===== src/rtl/bus_wait_monitor.sv =====
module bus_wait_monitor #(
  parameter int CNT_W = 16,
  parameter int PRESCALE = 2,
  parameter logic [CNT_W-1:0] LIMIT_RST = 'h0600
) (
  input  logic             clk,
  input  logic             rst_n,
  input  logic             soft_rst,
  input  logic             stop,
  input  logic             suspend,
  input  logic             reg_wr,
  input  logic             reg_sel,
  input  logic [CNT_W-1:0] reg_wdata,
  output logic [CNT_W-1:0] reg_rdata,
  input  logic             req_pending,
  input  logic             grant,
  input  logic             err_mask,
  input  logic             int_enable,
  output logic             err_flag,
  output logic             irq
);

  localparam int PW = (PRESCALE > 1) ? $clog2(PRESCALE) : 1;

  logic [PW-1:0]    pre_q;
  logic [CNT_W-1:0] limit_q, cnt_q;
  logic             fired_q, err_q;
  logic             tick, waiting, limit_on, at_end, fire, wr_limit, clr_err;

  assign tick     = (pre_q == PW'(PRESCALE - 1));
  assign waiting  = req_pending & ~grant;
  assign limit_on = |limit_q;
  assign at_end   = ({1'b0, cnt_q} + 1'b1) >= {1'b0, limit_q};
  assign fire     = waiting & tick & limit_on & ~fired_q & at_end;
  assign wr_limit = reg_wr & ~reg_sel & (stop | suspend);
  assign clr_err  = reg_wr & reg_sel & reg_wdata[0];

  always_ff @(posedge clk or negedge rst_n) begin
    if (!rst_n)        pre_q <= '0;
    else if (soft_rst) pre_q <= '0;
    else if (tick)     pre_q <= '0;
    else               pre_q <= pre_q + 1'b1;
  end

  always_ff @(posedge clk or negedge rst_n) begin
    if (!rst_n)        limit_q <= LIMIT_RST;
    else if (soft_rst) limit_q <= LIMIT_RST;
    else if (wr_limit) limit_q <= reg_wdata;
  end

  always_ff @(posedge clk or negedge rst_n) begin
    if (!rst_n) begin
      cnt_q   <= '0;
      fired_q <= 1'b0;
    end else if (soft_rst || !waiting) begin
      cnt_q   <= '0;
      fired_q <= 1'b0;
    end else begin
      if (tick && limit_on && !fired_q) cnt_q <= cnt_q + 1'b1;
      if (fire) fired_q <= 1'b1;
    end
  end

  always_ff @(posedge clk or negedge rst_n) begin
    if (!rst_n)        err_q <= 1'b0;
    else if (soft_rst) err_q <= 1'b0;
    else if (fire)     err_q <= 1'b1;
    else if (clr_err)  err_q <= 1'b0;
  end

  assign err_flag  = err_q;
  assign irq       = err_q & ~err_mask & int_enable;
  assign reg_rdata = reg_sel ? {{(CNT_W-1){1'b0}}, err_q} : limit_q;

  generate
    if (PRESCALE > 1) begin : g_tick_chk
      AST_TICK_SPACING: assert property (@(posedge clk) disable iff (!rst_n) (tick && !soft_rst) |=> !tick);
    end
  endgenerate

  AST_ZERO_SILENT: assert property (@(posedge clk) disable iff (!rst_n) (limit_q == '0 && !err_q) |=> !err_q);
  AST_LIMIT_LOCKED: assert property (@(posedge clk) disable iff (!rst_n) (!stop && !suspend && !soft_rst) |=> limit_q == $past(limit_q));
  AST_SOFT_RESET: assert property (@(posedge clk) disable iff (!rst_n) soft_rst |=> (limit_q == LIMIT_RST && !err_q && cnt_q == '0));
  AST_WAIT_RESTART: assert property (@(posedge clk) disable iff (!rst_n) !waiting |=> cnt_q == '0);
  AST_ERR_STICKY: assert property (@(posedge clk) disable iff (!rst_n) (err_q && !clr_err && !soft_rst) |=> err_q);
  AST_ONE_SHOT: assert property (@(posedge clk) disable iff (!rst_n) (fired_q && waiting && !soft_rst && !$past(waiting)) |-> 1'b0);
  AST_IRQ_SOURCE: assert property (@(posedge clk) disable iff (!rst_n) irq |-> err_flag);

endmodule


===== config.mk =====
export PLATFORM = sky130hd
export DESIGN_NAME = bus_wait_monitor
export DESIGN_NICKNAME = d
export VERILOG_FILES = /design/src/rtl/bus_wait_monitor.sv
export SDC_FILE = /design/constraint.sdc
export NUM_CORES = 1
export LEC_CHECK = 0
export CAP_MARGIN = 20
export CORE_AREA = 2 2 80 82
export CTS_CLUSTER_DIAMETER = 80
export CTS_CLUSTER_SIZE = 28
export DETAILED_ROUTE_END_ITERATION = 12
export DIE_AREA = 0 0 82 84
export GPL_TIMING_DRIVEN = 0
export SETUP_SLACK_MARGIN = 0.5
export SYNTH_ARGS = -nofsm -noshare
export SYNTH_HDL_FRONTEND = slang
export SYNTH_SLANG_ARGS = --single-unit

===== constraint.sdc =====
create_clock -name clk -period 3.9 [get_ports clk]
set_input_delay 0.78 -clock clk [delete_from_list [all_inputs] [get_ports clk]]
set_output_delay 0.78 -clock clk [all_outputs]
set_load 0.03 [all_outputs]

==> results.tsv, run 1 <==
metric	value	unit
outcome	finished clean	
grt_pass1_vias	2041	
startpoint_type	flip-flop	
drc_errors	0	
tightest_slew	790	ps
yosys_warnings	0	
critPathBufInv	1	
min_path_type	reg2reg	
power_density	268	nW/um^2
synth_top_area_share	35.4	%
ys_seq_area_share	37.6	%
cts_root_buf	clkbuf_8	
detail-route-antenna-nets	0	
finalWeightedCongestion	0.826	
netlist_area	2340	sq um
max-cap-violations	0	
yosys-top-cells-area	dfrtp_1, ha_1, xnor2_1, nand2_1, nor2_1	
cts_max_level	2	
fin_nets	371	
finClkSkew	6.16	ps
fp.dieH	84	um
syn_avg_cell_area	8.40	sq um
drv_slew	0	
endpoint_kind	flip-flop	
drive_gt1_share	5.49	%
max_slew_margin	47.3	%
wl_per_cell	14.4	um
tritoncts	done	
synth_edf_count	0	
slowest_stage	dfrtp_1	
cts_setup_buffers	0	
cts_sinks	35	
area_delta_synth_final	26.2	%
drt_iter0_markers	70	
cts.path.max_buffers	2	
hold_buffers	0	
yosys_register_bits	35	
peakVddDrop	150	uV
clock.fmax	325	MHz
cp_top_family	simple AND/OR/NAND/NOR gates	
crit_type	reg2reg	
period_share	78.8	%
fin_setup_tns	0	ps
initial_utilization	38.3	%
grt_pass1_wl	9880	um
power	0.000790	W
grt_max_degree	36	
post-place-ws	890	ps
async_flop_share	100	%
antenna_found_initial	0	
grt_use_total	18.6	%
r2r_slack	830	ps
num_antenna_cells	0	
io_pins	45	
clk_pin_slew	70	ps
ys.flop_type	dfrtp_1	
portBuffers	42	
rows	29	
finalHoldViolCount	0	
core	6100	sq um
critical-path-max-stage-delay	440	ps
setup_viol	0	
syn_nets	322	
cp_cell_sequence	and3_1 -> clkbuf_1 -> nand3_1 -> or2_2 -> nor2_1 -> xor2_1 -> ha_1 -> nand3_1 -> nor3_1 -> a221o_1 -> nor4b_1 -> o41ai_1	
grt-ovfl-total	0	
critPathMaxFanout	8	
finalCriticalPeriod	3070	ps
dieArea	6890	sq um
layout_setup_ws	827	ps
post-dp-hpwl	4440	um
cp.arrival	3240	ps
cp_common_cell	nand3_1	
cts.repair.resized	0	
synth_cells	278	
num_vias	2084	
tritoncts.num_buffers	5	
required	4060	ps
synth_top_cell_by_area	dfrtp_1	
grt_setup_unrepaired	no	
ys_types	42	
clock_latency	290	ps
wl	5810	um
first_pass_iters	4	
p_leak	1.25	nW
fp.dieW	82	um
n_fill_cell	619	
viasPerCell	5.15	
## sequential cells by signal (all words and copies together) (netlist names)
register,cells
cnt_q,16
err_flag,1
fired_q,1
limit_q,16
pre_q,1
## logic make-up after synthesis
| family | count (synthesis) | share of synthesized area (%) |
|---|---|---|
| fa+ha+maj | 17 | 9.11 |
| xor+xnor | 28 | 10.5 |
| buf+inv | 30 | 5.20 |
| compound gates | 33 | 9.48 |
| mux | 2 | 0.964 |
| flops | 35 | 37.6 |
| simple gates | 133 | 27.2 |
## Yosys cell counts, drive strengths merged, types with 2 or more instances
cell     n
or4      4
ha      17
mux2     2
o21ai    4
xnor2   24
nor2    39
nand3b   3
and2     3
nand4    7
dfrtp   33
buf      4
nor4     4
nand2   43
clkbuf   9
dfstp    2
inv     17
nand3    7
nor3    11
and4     2
xor2     4
and3     4
a21oi   19
o41ai    2
## worst paths after layout
kind | start | end | cells past startpoint
max in group asynchronous | rst_n | limit_q[7]$_DFFE_PN0P_ | 1
setup / recovery | cnt_q[2]$_DFFE_PN0P_ | err_flag$_DFFE_PN0P_ | 12
hold reg to reg | pre_q$_DFF_PN0_ | pre_q$_DFF_PN0_ | 1
hold / removal | pre_q$_DFF_PN0_ | pre_q$_DFF_PN0_ | 1
min in group asynchronous | rst_n | cnt_q[7]$_DFFE_PN0P_ | 1
setup reg to reg | cnt_q[2]$_DFFE_PN0P_ | err_flag$_DFFE_PN0P_ | 12
## power breakdown
| part | switching (W) | internal (W) | leakage [nW] |
|---|---|---|---|
| registers | 0.00000694 | 0.000372 | 0.476 |
| logic | 0.0000661 | 0.0000516 | 0.725 |
| clock network | 0.000132 | 0.000161 | 0.0515 |
## layer usage
layer  global-route usage [%]  vias to the layer above  wire length, um
met5                        0                        -                0
met4                     4.70                        0               66
met3                     3.25                        6              238
met2                     28.5                       42             2670
met1                     26.8                      997             2840
li1                         -                     1039                -
## worst reg2reg max path, cell delays in order (launching register included)
cell and delay, ps:
dfrtp_1 440, and3_1 190, clkbuf_1 260, nand3_1 160
or2_2 350, nor2_1 130, xor2_1 160, ha_1 260
nand3_1 120, nor3_1 70, a221o_1 360, nor4b_1 350
o41ai_1 100
## through the flow
| stage | utilization [%] | cells | hold WS, ps | cell area (sq um) |
|---|---|---|---|---|
| after detailed placement | 46.7 | 397 | 481 | 2850 |
| after CTS | 48.4 | 405 | 481 | 2950 |
| after global placement | 46.8 | 397 | 469 | 2850 |
| final | 48.4 | 405 | 479 | 2950 |
| after global routing | 48.4 | 405 | 489 | 2950 |
| after floorplan | - | 278 | 452 | 2340 |
## placed cells by master, fill, tap and decap left out, types with 4 or more instances in the layout
master	instances
o21ai_0	4
clkdlybuf4s50_1	41
nor2_1	39
dfrtp_1	33
clkbuf_1	10
and3_1	4
nand4_1	7
nor3_1	11
inv_1	17
nand3_1	7
ha_1	17
xnor2_1	24
nand2_1	43
a21oi_1	19
xor2_1	4
clkbuf_8	7
## layout make-up
| cell class | count | area (sq um) | area share, % |
|---|---|---|---|
| Tap cell | 77 | 96.3 | 3.27 |
| Multi-Input combinational cell | 213 | 1340 | 45.3 |
| Clock buffer | 8 | 100 | 3.40 |
| Sequential cell | 35 | 878 | 29.8 |
| Timing Repair Buffer | 42 | 415 | 14.1 |
| Inverter | 17 | 63.8 | 2.16 |
| Buffer | 13 | 57.6 | 1.95 |
No activity file was read; power rests on OpenSTA's default activity.
==> run 2: changes to the inputs <==
==> constraint.sdc (replaced) <==
create_clock -name clk -period 2.94 [get_ports clk]
set_input_delay 0.588 -clock clk [delete_from_list [all_inputs] [get_ports clk]]
set_output_delay 0.588 -clock clk [all_outputs]
set_load 0.03 [all_outputs]
==> results.tsv, run 2 (synthesis gave the netlist of run 1 again) <==
metric	value	unit	change
final_cell_mix	nand2_1, nor2_1, clkdlybuf4s50_1		
multi_input_area	1390	sq um	+4.1%
initial_utilization	38.3	%	unchanged
finalNonFillerCells	414		+2.2%
crit_type	reg2reg		
area_delta_synth_final	31.6	%	
dieArea	6890	sq um	unchanged
fp.dieW	82	um	unchanged
p_int	0.000732	W	+25%
switchingPower	0.000277	W	+35%
cp.arrival	2770	ps	-470 ps
critPathMaxFanout	4		-4
finalInstanceArea	3070	sq um	+4.3%
viasPerCell	5.14		about the same
finClkSkew	7.42	ps	+1.26 ps
finalHoldViolCount	0		unchanged
finalWeightedCongestion	0.809		-2.0%
n_fill_cell	620		+0.16%
grt_pass1_vias	2099		+2.8%
post-place-ws	250	ps	-639 ps
tritoncts	done		
wl_per_cell	14.4	um	+0.64%
wl	5980	um	+2.9%
drive_gt1_share	11.6	%	+6.1 points
r2r_slack	340	ps	-480 ps
io_pins	45		unchanged
clk_pin_slew	70	ps	about the same
dp_cells	397		unchanged
combPwrFrac	16.0	%	+1.1 points
setup_viol	0		unchanged
critical-path-max-stage-delay	400	ps	-40 ps
post-dp-hpwl	4460	um	+0.34%
first_pass_iters	4		unchanged
finalCriticalPeriod	2600	ps	-477 ps
hold_buffers	0		unchanged
num_antenna_cells	0		unchanged
slowest_stage	dfrtp_1		
outcome	finished clean		
final_common_cell	nand2_1		
clock_latency	290	ps	about the same
clockPowerShare	34.1	%	-3.0 points
power	0.00101	W	+28%
crit_end	err_flag$_DFFE_PN0P_		
endpoint_kind	flip-flop		
required	3110	ps	-950 ps
p_sw_share	27.4	%	+1.5 points
cts.path.max_buffers	2		unchanged
core	6100	sq um	unchanged
grt_setup_unrepaired	yes		
seqPwrFrac	49.9	%	+1.9 points
r2r_start	cnt_q[1]$_DFFE_PN0P_		
drt_iter0_markers	112		+60%
reg2reg_depth	10		-2
period_share	88.3	%	+9.5 points
drc_errors	0		unchanged
p_leak	1.38	nW	+11%
top_regs	cnt_q x16, limit_q x16		
tightest_slew	812	ps	+22.2 ps
reg2reg_to	err_flag$_DFFE_PN0P_		
crit_path_start	cnt_q[1]$_DFFE_PN0P_		
tritoncts.num_buffers	5		unchanged
rows	29		unchanged
fin_setup_tns	0	ps	unchanged
cp_cell_sequence	ha_4 -> and4_4 -> nand4_1 -> nor2_1 -> xor2_1 -> ha_1 -> a21o_1 -> a221o_1 -> nor4b_4 -> o41ai_2		
grt_max_degree	36		unchanged
layout_setup_ws	344	ps	-483 ps
grt_use_total	18.7	%	+0.10 points
cts_sinks	35		unchanged
clock.fmax	385	MHz	+18%
fp.dieH	84	um	unchanged
antenna_found_initial	0		unchanged
startpoint_type	flip-flop		
portBuffers	42		unchanged
grt-ovfl-total	0		unchanged
detail-route-antenna-nets	0		unchanged
placement.cell_area	2880	sq um	+1.0%
max-cap-violations	0		unchanged
power_density	328	nW/um^2	+22%
num_vias	2129		+2.2%
peakVddDrop	179	uV	+19%
cts_max_level	2		unchanged
cts_root_buf	clkbuf_8		
max_slew_margin	45.9	%	-1.5 points
seqCellArea	880	sq um	+0.14%
min_path_type	in2async		
grt_pass1_wl	9870	um	about the same
fin_nets	380		+2.4%
drv_slew	0		unchanged
==> run 2: cell types whose count changed in the layout (fill, tap and decap cells not counted), moves of 2 or more <==
| cell | delta |
|---|---|
| clkdlybuf4s50_1 | -3 |
| clkbuf_2 | +2 |
| clkbuf_1 | -2 |
| buf_4 | +9 |
| dlymetal6s2s_1 | +3 |
==> run 2: worst min path at each step <==
stage | endpoint | slack, ps
after floorplan | cnt_q[0]$_DFFE_PN0P_ | 290
after global placement | pre_q$_DFF_PN0_ | 470
after detailed placement | pre_q$_DFF_PN0_ | 480
after CTS | cnt_q[8]$_DFFE_PN0P_ | 420
after global routing | err_flag$_DFFE_PN0P_ | 450
final | limit_q[2]$_DFFE_PN0P_ | 390
==> run 2: per-stage QoR <==
step           hold slack [ps]  utilization (%)
2_1_floorplan              292                -
3_3_place_gp               467             47.3
3_5_place_dp               475             47.2
4_1_cts                    419             49.7
5_1_grt                    454             50.4
6_report                   390             50.4
==> run 2: worst max-delay path, delay by kind of cell, from the launching register on <==
family / cells / cell delay, ps
xor gates and xnor gates: 1 / 190
adders and majority gates: 2 / 460
AOI/OAI and AO/OA: 3 / 620
and+or+nand+nor: 4 / 790
DFF: 1 / 400
==> run 2: routing by layer <==
| metal | GRT usage [%] | vias up | wire [um] |
|---|---|---|---|
| met5 | 0 | - | 0 |
| met3 | 2.60 | 8 | 224 |
| met2 | 28.8 | 48 | 2760 |
| li1 | - | 1059 | - |
| met1 | 26.8 | 1014 | 2900 |
| met4 | 5.91 | 0 | 91 |
==> run 2: layout make-up <==
type / count / area share [%]
multi-input combinational: 213 / 45.3
sequential: 35 / 28.6
timing repair buffer: 51 / 16.0
tap: 77 / 3.13
clock buffer: 7 / 2.48
buffer: 13 / 2.32
inverter: 17 / 2.08
clock inverter: 1 / 0.163
==> run 2: what timing repair did <==
item	4_1_cts	5_1_grt
hold endpoints to repair	0	0
setup buffers	7	2
gates resized for setup	7	6
endpoints found under the setup margin	13	5
pin swaps	5	2
==> run 2: power by group through the flow <==
stage / Combinational [W] / Sequential, W / Clock, W
after floorplan: 0.0000830 / 0.000509 / 0
after global placement: 0.000158 / 0.000512 / 0
after detailed placement: 0.000158 / 0.000512 / 0
after CTS: 0.000161 / 0.000503 / 0.000354
after global routing: 0.000178 / 0.000505 / 0.000376
final: 0.000161 / 0.000503 / 0.000344
==> run 3: changes to the inputs <==
--- a/config.mk
+++ b/config.mk
@@ -12,6 +12,7 @@
 export DETAILED_ROUTE_END_ITERATION = 12
 export DIE_AREA = 0 0 82 84
 export GPL_TIMING_DRIVEN = 0
+export HOLD_SLACK_MARGIN = 0.15
 export SETUP_SLACK_MARGIN = 0.5
 export SYNTH_ARGS = -nofsm -noshare
 export SYNTH_HDL_FRONTEND = slang
==> results of run 3 <==
Final layout, timing and power as in run 2 (identical DEF).
